File: config.mk
export PLATFORM = sky130hd
export DESIGN_NAME = fastlock_cp_ctrl
export DESIGN_NICKNAME = d
export VERILOG_FILES = /design/src/rtl/fl_pkg.sv /design/src/rtl/fl_tmo_timer.sv /design/src/rtl/fl_gain_reg.sv /design/src/rtl/fl_cur_sel.sv /design/src/rtl/fastlock_cp_ctrl.sv
export SDC_FILE = /design/constraint.sdc
export NUM_CORES = 1
export LEC_CHECK = 0
export BUFFER_PORTS_ARGS = -buffer_cell sky130_fd_sc_hd__clkbuf_2
export CORE_AREA = 5 5 42 44
export DETAILED_ROUTE_END_ITERATION = 16
export DIE_AREA = 0 0 47 49
export PLACE_DENSITY_LB_ADDON = 0.1
export SLEW_MARGIN = 20
export SYNTH_ARGS = -nofsm -noshare
export SYNTH_HDL_FRONTEND = slang
export SYNTH_SLANG_ARGS = --single-unit
File: constraint.sdc
create_clock -name clk -period 1.9 [get_ports clk]
set_input_delay 0.095 -clock clk [delete_from_list [all_inputs] [get_ports clk]]
set_output_delay 0.095 -clock clk [all_outputs]
set_load 0.1 [all_outputs]
File: src/rtl/fl_pkg.sv
// Shared constants and helpers for the fastlock current controller.
// Assumes the timeout law base + (code << step) fits in TC_W+2 bits.
package fl_pkg;
    localparam int FL_CODE_W  = 3;
    localparam int FL_TC_W    = 4;
    localparam int FL_TMO_BASE = 3;
    localparam int FL_TMO_SH   = 2;
endpackage

File: src/rtl/fl_tmo_timer.sv
// Timeout timer for timed fastlock. It counts phase-detector ticks down from
// 3 + 4*code and raises expire for one cycle, on the tick that ends the window.
// Assumes load and clear come from single-cycle write strobes.
module fl_tmo_timer #(
    parameter int TC_W = fl_pkg::FL_TC_W
) (
    input  logic            clk,
    input  logic            rst_n,
    input  logic            run,
    input  logic            clear,
    input  logic            load,
    input  logic            tick,
    input  logic [TC_W-1:0] tc,
    output logic            expire
);
    localparam int CNT_W = TC_W + fl_pkg::FL_TMO_SH;

    logic [CNT_W-1:0] cnt_q;
    logic [CNT_W-1:0] len;

    // Timeout length derived from the code.
    always_comb begin
        len = CNT_W'(fl_pkg::FL_TMO_BASE) + (CNT_W'(tc) << fl_pkg::FL_TMO_SH);
    end

    // Down-counter: cleared outside timed mode, reloaded by a write of 1.
    always_ff @(posedge clk) begin
        if (!rst_n) begin
            cnt_q <= '0;
        end else if (clear || !run) begin
            cnt_q <= '0;
        end else if (load) begin
            cnt_q <= len;
        end else if (tick && (cnt_q != '0)) begin
            cnt_q <= cnt_q - 1'b1;
        end
    end

    // Expiry pulse on the tick that consumes the final count.
    always_comb begin
        expire = run && !clear && !load && tick && (cnt_q == CNT_W'(1));
    end

    assert_tmo_idle_R7: assert property (@(posedge clk) disable iff (!rst_n)
        !run |=> (cnt_q == '0));
    assert_tmo_reload_R8: assert property (@(posedge clk) disable iff (!rst_n)
        (run && load && !clear) |=> (cnt_q == $past(len)));
    assert_tmo_hold_R5: assert property (@(posedge clk) disable iff (!rst_n)
        (run && !clear && !load && !tick) |=> $stable(cnt_q));
endmodule

File: src/rtl/fl_gain_reg.sv
// Holds the gain bit written through the divider latch. Priority is
// halt over write over timer expiry. Assumes the write is a one-cycle strobe.
module fl_gain_reg (
    input  logic clk,
    input  logic rst_n,
    input  logic halt,
    input  logic wr,
    input  logic wdata,
    input  logic expire,
    output logic gain_q
);
    // Gain bit register with the stated priority.
    always_ff @(posedge clk) begin
        if (!rst_n) begin
            gain_q <= 1'b0;
        end else if (halt) begin
            gain_q <= 1'b0;
        end else if (wr) begin
            gain_q <= wdata;
        end else if (expire) begin
            gain_q <= 1'b0;
        end
    end

    assert_gain_write_R3: assert property (@(posedge clk) disable iff (!rst_n)
        (wr && !halt) |=> (gain_q == $past(wdata)));
    assert_gain_halt_R9: assert property (@(posedge clk) disable iff (!rst_n)
        halt |=> !gain_q);
endmodule

File: src/rtl/fl_cur_sel.sv
// Chooses the active current code. Fastlock is in effect only with the
// enable set, the gain bit stored and no halt. Purely combinational.
module fl_cur_sel #(
    parameter int CODE_W = fl_pkg::FL_CODE_W
) (
    input  logic              clk,
    input  logic              rst_n,
    input  logic              en,
    input  logic              gain,
    input  logic              halt,
    input  logic [CODE_W-1:0] lo,
    input  logic [CODE_W-1:0] hi,
    output logic              active,
    output logic [CODE_W-1:0] code
);
    // Fastlock qualification and code multiplexer.
    always_comb begin
        active = en && gain && !halt;
        code   = active ? hi : lo;
    end

    assert_sel_disabled_R10: assert property (@(posedge clk) disable iff (!rst_n)
        !en |-> (code == lo));
    assert_sel_halt_R9: assert property (@(posedge clk) disable iff (!rst_n)
        halt |-> (code == lo));
endmodule

File: src/rtl/fastlock_cp_ctrl.sv
// Top of the fastlock charge-pump current controller. It ties together the
// gain register, the timeout timer and the code selector. Assumes gain_wr is
// a single-cycle strobe and pfd_tick is synchronous to clk.
module fastlock_cp_ctrl #(
    parameter int CODE_W = fl_pkg::FL_CODE_W,
    parameter int TC_W   = fl_pkg::FL_TC_W
) (
    input  logic              clk,
    input  logic              rst_n,
    input  logic              fl_en,
    input  logic              fl_mode,
    input  logic [TC_W-1:0]   tmo_code,
    input  logic [CODE_W-1:0] cur_steady,
    input  logic [CODE_W-1:0] cur_settle,
    input  logic              gain_wr,
    input  logic              gain_wdata,
    input  logic              pfd_tick,
    input  logic              halt,
    output logic [CODE_W-1:0] cp_code,
    output logic              fl_active,
    output logic              gain_bit
);
    logic tmr_run;
    logic tmr_clear;
    logic tmr_load;
    logic tmr_expire;

    // Timer control derived from the mode and the write strobe.
    always_comb begin
        tmr_run   = fl_en && fl_mode;
        tmr_clear = halt || (gain_wr && !gain_wdata);
        tmr_load  = gain_wr && gain_wdata;
    end

    fl_tmo_timer #(.TC_W(TC_W)) tmr_i (
        .clk    (clk),
        .rst_n  (rst_n),
        .run    (tmr_run),
        .clear  (tmr_clear),
        .load   (tmr_load),
        .tick   (pfd_tick),
        .tc     (tmo_code),
        .expire (tmr_expire)
    );

    fl_gain_reg gain_i (
        .clk    (clk),
        .rst_n  (rst_n),
        .halt   (halt),
        .wr     (gain_wr),
        .wdata  (gain_wdata),
        .expire (tmr_expire),
        .gain_q (gain_bit)
    );

    fl_cur_sel #(.CODE_W(CODE_W)) sel_i (
        .clk    (clk),
        .rst_n  (rst_n),
        .en     (fl_en),
        .gain   (gain_bit),
        .halt   (halt),
        .lo     (cur_steady),
        .hi     (cur_settle),
        .active (fl_active),
        .code   (cp_code)
    );

    assert_expire_clears_R6: assert property (@(posedge clk) disable iff (!rst_n)
        (tmr_expire && !halt && !gain_wr) |=> !gain_bit);
    assert_manual_no_expire_R4: assert property (@(posedge clk) disable iff (!rst_n)
        !fl_mode |-> !tmr_expire);
endmodule

# Word level (Yosys, flattened, before mapping)
# Index checks and enable logic that the tools add are counted.
# totals
out_inout_bits	5
register_bits	7
word_cells	33
inputBits	18
# op_classes
n_reduce_logical	22
n_bitwise	1
eq_ne	1
n_addsub	2
mux	5
# ops
op	n
6-bit two-way mux	2
1-bit logical AND	10
2-bit by 6-bit adder with 6-bit output (first input constant)	1
6-bit by 1-bit == test with 1-bit output (second input constant)	1
6-bit nonzero test	1
6-bit by 1-bit subtractor with 6-bit output (second input constant)	1
1-bit logical NOT	5
2-bit nonzero test	2
2-bit OR reduction	2
3-bit two-way mux	1
1-bit logical OR	2
1-bit two-way mux	2
1-bit inverter	1

# Depth between registers and ports, before layout
# logic_depth
depth_word	10
ltp_mapped	6
mapped_depth_nobuf	6

# By module
# From an unflattened synthesis, not the netlist that was laid out.
# unflattened
cells_unflattened	63
hier_area_um2	551.8
# modules_own_cells
module	area_each_um2	instances	seq_area_each_um2	cells_per_inst
fl_tmo_timer	414.1	1	120.1	49
fl_cur_sel	68.8	1	0.0	5
fl_gain_reg	43.8	1	20.0	5
fastlock_cp_ctrl	25.0	1	0.0	4

# Least setup slack after synthesis
# OpenSTA, ideal clock, no wires.
# synth_path
path_kind	register to output
start	reg gain_i.gain_q
end	out fl_active
slack_ns	-0.072
path_buffers	0
arrival_ns	1.877
required_time_ns	1.805
stages_incl_launch_ff	3
cell_sequence	dfxtp_1 -> nand3b_1 -> inv_1
# synth_via
elab_chain_cells	2
# synth_lines
item	line_no	rtl
start, declared	fl_gain_reg.sv:10	output logic gain_q
start signal, assigned	fl_gain_reg.sv:19	gain_q <= wdata;
1-bit logical AND (2 in a row)	fl_cur_sel.sv:18	active = en && gain && !halt;
end, declared	fastlock_cp_ctrl.sv:20	output logic fl_active,
# No other way between the ends.

# Worst setup path in the final report
# layout_path
start	reg gain_i.gain_q
end	out cp_code[0]
# layout_via
elab_chain_cells	3
# layout_lines
item	line_no	rtl
1-bit logical AND (2 in a row)	fl_cur_sel.sv:18	
3-bit two-way mux	fl_cur_sel.sv:19	code = active ? hi : lo;
end, declared	fastlock_cp_ctrl.sv:19	output logic [CODE_W-1:0] cp_code,
# No other way between the ends.

==> results.txt <==
Initial DRC Count = 4
PwrDens = 596 nW/um^2
Post-synthesis cell type with the largest combined area = dfxtp_1
Max Clk Rate = 0.642 GHz
First-pass DRT Iterations = 3
# setup viols final = 0
Pin count of the biggest net entering global routing = 12
Worst EP required = 1800 ps
Crit path from = gain_i.gain_q
Worst r2r src = tmr_i.cnt_q[0]
Crit. End Element = output pin
Diode count = 0
RD Place Congestion = 0.744
Total Routed Length = 1080 um
Crit path kind = flop to output pin
Yosys warns = 0
RSZ-0062 raised after global routing = no
M1 wire length = 433 um
Fin util = 0.451
Final instance area = 632 sq um
CTS Buffer Depth = 2
Worst IR drop on VDD = 0.253 mV
CTS tree = built
Arrival time worst endpoint = 1460 ps
Antenna-violating nets left = 0
Synth Flop Type = dfxtp_1
Relative slew slack = 0.639
Via count = 468
Die ar. = 2300 sq um
Register area share after synthesis = 0.288
Synth area leaders = dfxtp_1 (29%), mux2_2 (9.3%), a211oi_1 (7.7%)
Final HPWL DP = 899 um
Row count = 14
Grt ovf = 0
Post-CTS Hold Buffers = 0
Routed wl met2 = 480 um
First-pass GRT wire length = 1610 um
Top cell type's share of synthesized area = 0.288
Setup TNS = 0 ps
Startpoint Class = flop
Root buf cell = clkbuf_4
Final worst path period share = 0.820
H-tree levels = 1
Worst-Margin Slew = 544 ps
Status = completed
Share of layout cells above drive strength 1 = 0.413
Reg clk slew, reported paths = 50 ps
Syn nets = 76
Worst Hold Launch = rst_n
Final hold slack = 75.2 ps
Vias per inst = 4.88
Post-CTS sizing = 0
Post-synthesis sequential element count = 7
DRC = 0
Syn Inst Count = 55
Max Slew Vio Count = 0
Total GRT Usage = 0.0960
Worst R2R Setup Slack = 360 ps
Dpl ws = 353 ps
Minimum clock period after layout = 1560 ps
Hold WC Path Type = primary input to flop
Post-synthesis async set-or-reset flop share = 0
IO Port Bufs = 22
Area Growth Syn to Fin = 29.8%
DR WL/cell = 11.2 um
Core area = 1400 sq um
Post-synth EDFFs = 0
Max cap viols = 0
DIE WIDTH = 47 um
Static Leakage = 0.000294 uW
Final Worst Setup Slack = 343 ps
Syn Area/Cell = 8.85 sq um
Synthesized area = 487 sq um
Final Hold Fails = 0
Setup Skew = 2.21 ps
TritonCTS Buffers = 3
Final net count = 102
Insertion delay to the later sink of the worst-skew pair = 250 ps
Unique masters post-synth = 22
Initial antenna violation count = 0
Critical-path maximum fanout = 4
Placement Cell Area = 606 sq um
Top Layer Used = met4
Setup bufs post-CTS = 0
Met3 wire length = 142 um
Number of global-route vias before repair = 420
CTS Sinks = 7
Starting Density = 0.347
I/O pin count = 23
Die height = 49 um
[power breakdown]
| part | switching (uW) | total, uW | leakage (uW) | internal [uW] |
|---|---|---|---|---|
| Clock | 57.4 | 138 | 0.0000150 | 80.3 |
| Sequential | 1.76 | 151 | 0.0000570 | 149 |
| Combinational | 57.1 | 88.5 | 0.000222 | 31.4 |
[cell families after synthesis]
logic type,after synthesis,share of synthesized area
adder cells (fa/ha/maj),3,0.0771
multiplexers,7,0.154
flip-flops,7,0.288
XOR/XNOR,1,0.0180
AND/OR/NAND/NOR,21,0.257
buffers and inverters,5,0.0565
AO/OA/AOI/OAI,11,0.149
[stage by stage]
stage	cells	total power (uW)
after detailed placement	92	243
after floorplan	55	218
final	96	377
after global placement	92	243
after global routing	96	395
after CTS	96	382
[routing by layer]
layer | global-route usage | vias to the layer above
li1 | - | 247
met1 | 0.104 | 197
met2 | 0.158 | 20
met3 | 0.0258 | 4
met4 | 0.0553 | 0
met5 | 0 | -
[cells in the mapped netlist (all sizes together) (2+ instances only)]
library cell and n:
mux2i 3, nand2 2, a211oi 5, nor2b 2, ha 3, inv 4, nor3 3, a21oi 5
dfxtp 7, nand3b 2, nor2 6, mux2 4
[cells in the final DEF, fill, tap and decap left out]
cell	synthesis	routed
a211oi_1	5	5
a21bo_2	1	1
a21oi_1	5	5
and3b_1	1	1
clkbuf_1	0	1
clkbuf_2	0	22
clkbuf_4	0	3
dfxtp_1	7	6
dfxtp_2	0	1
ha_1	3	3
inv_1	4	4
mux2_2	4	4
mux2i_1	3	3
nand2_1	2	2
nand2b_1	1	1
nand3_1	1	1
nand3b_1	2	2
nand4_1	1	1
nor2_1	6	6
nor2b_1	2	2
nor3_1	2	2
nor3_2	1	1
or2b_1	1	1
or4b_4	1	1
xnor2_1	1	1
[worst max-delay path, cell delays in order (launching register included)]
cell and delay [ps]:
dfxtp_2 320, nand3b_1 160, mux2_2 350, clkbuf_2 370
[final timing paths]
| kind | to | cells after the start |
|---|---|---|
| max | cp_code[0] | 3 |
| min | gain_i.gain_q | 3 |
| max reg2reg | tmr_i.cnt_q[1] | 6 |
| min reg2reg | gain_i.gain_q | 2 |
[flip-flops by register name, indices dropped and copies added, names as in the netlist]
signal and cells:
tmr_i.cnt_q 6, gain_i.gain_q 1
[final cells by class]
cell class                      instances  area [sq um]
Multi-Input combinational cell         43           319
Fill cell                             146           769
Sequential cell                         7           141
Timing Repair Buffer                   22           110
Tap cell                               16          20.0
Inverter                                4          15.0
Clock buffer                            4          26.3
No activity file was read; power rests on OpenSTA's default activity.
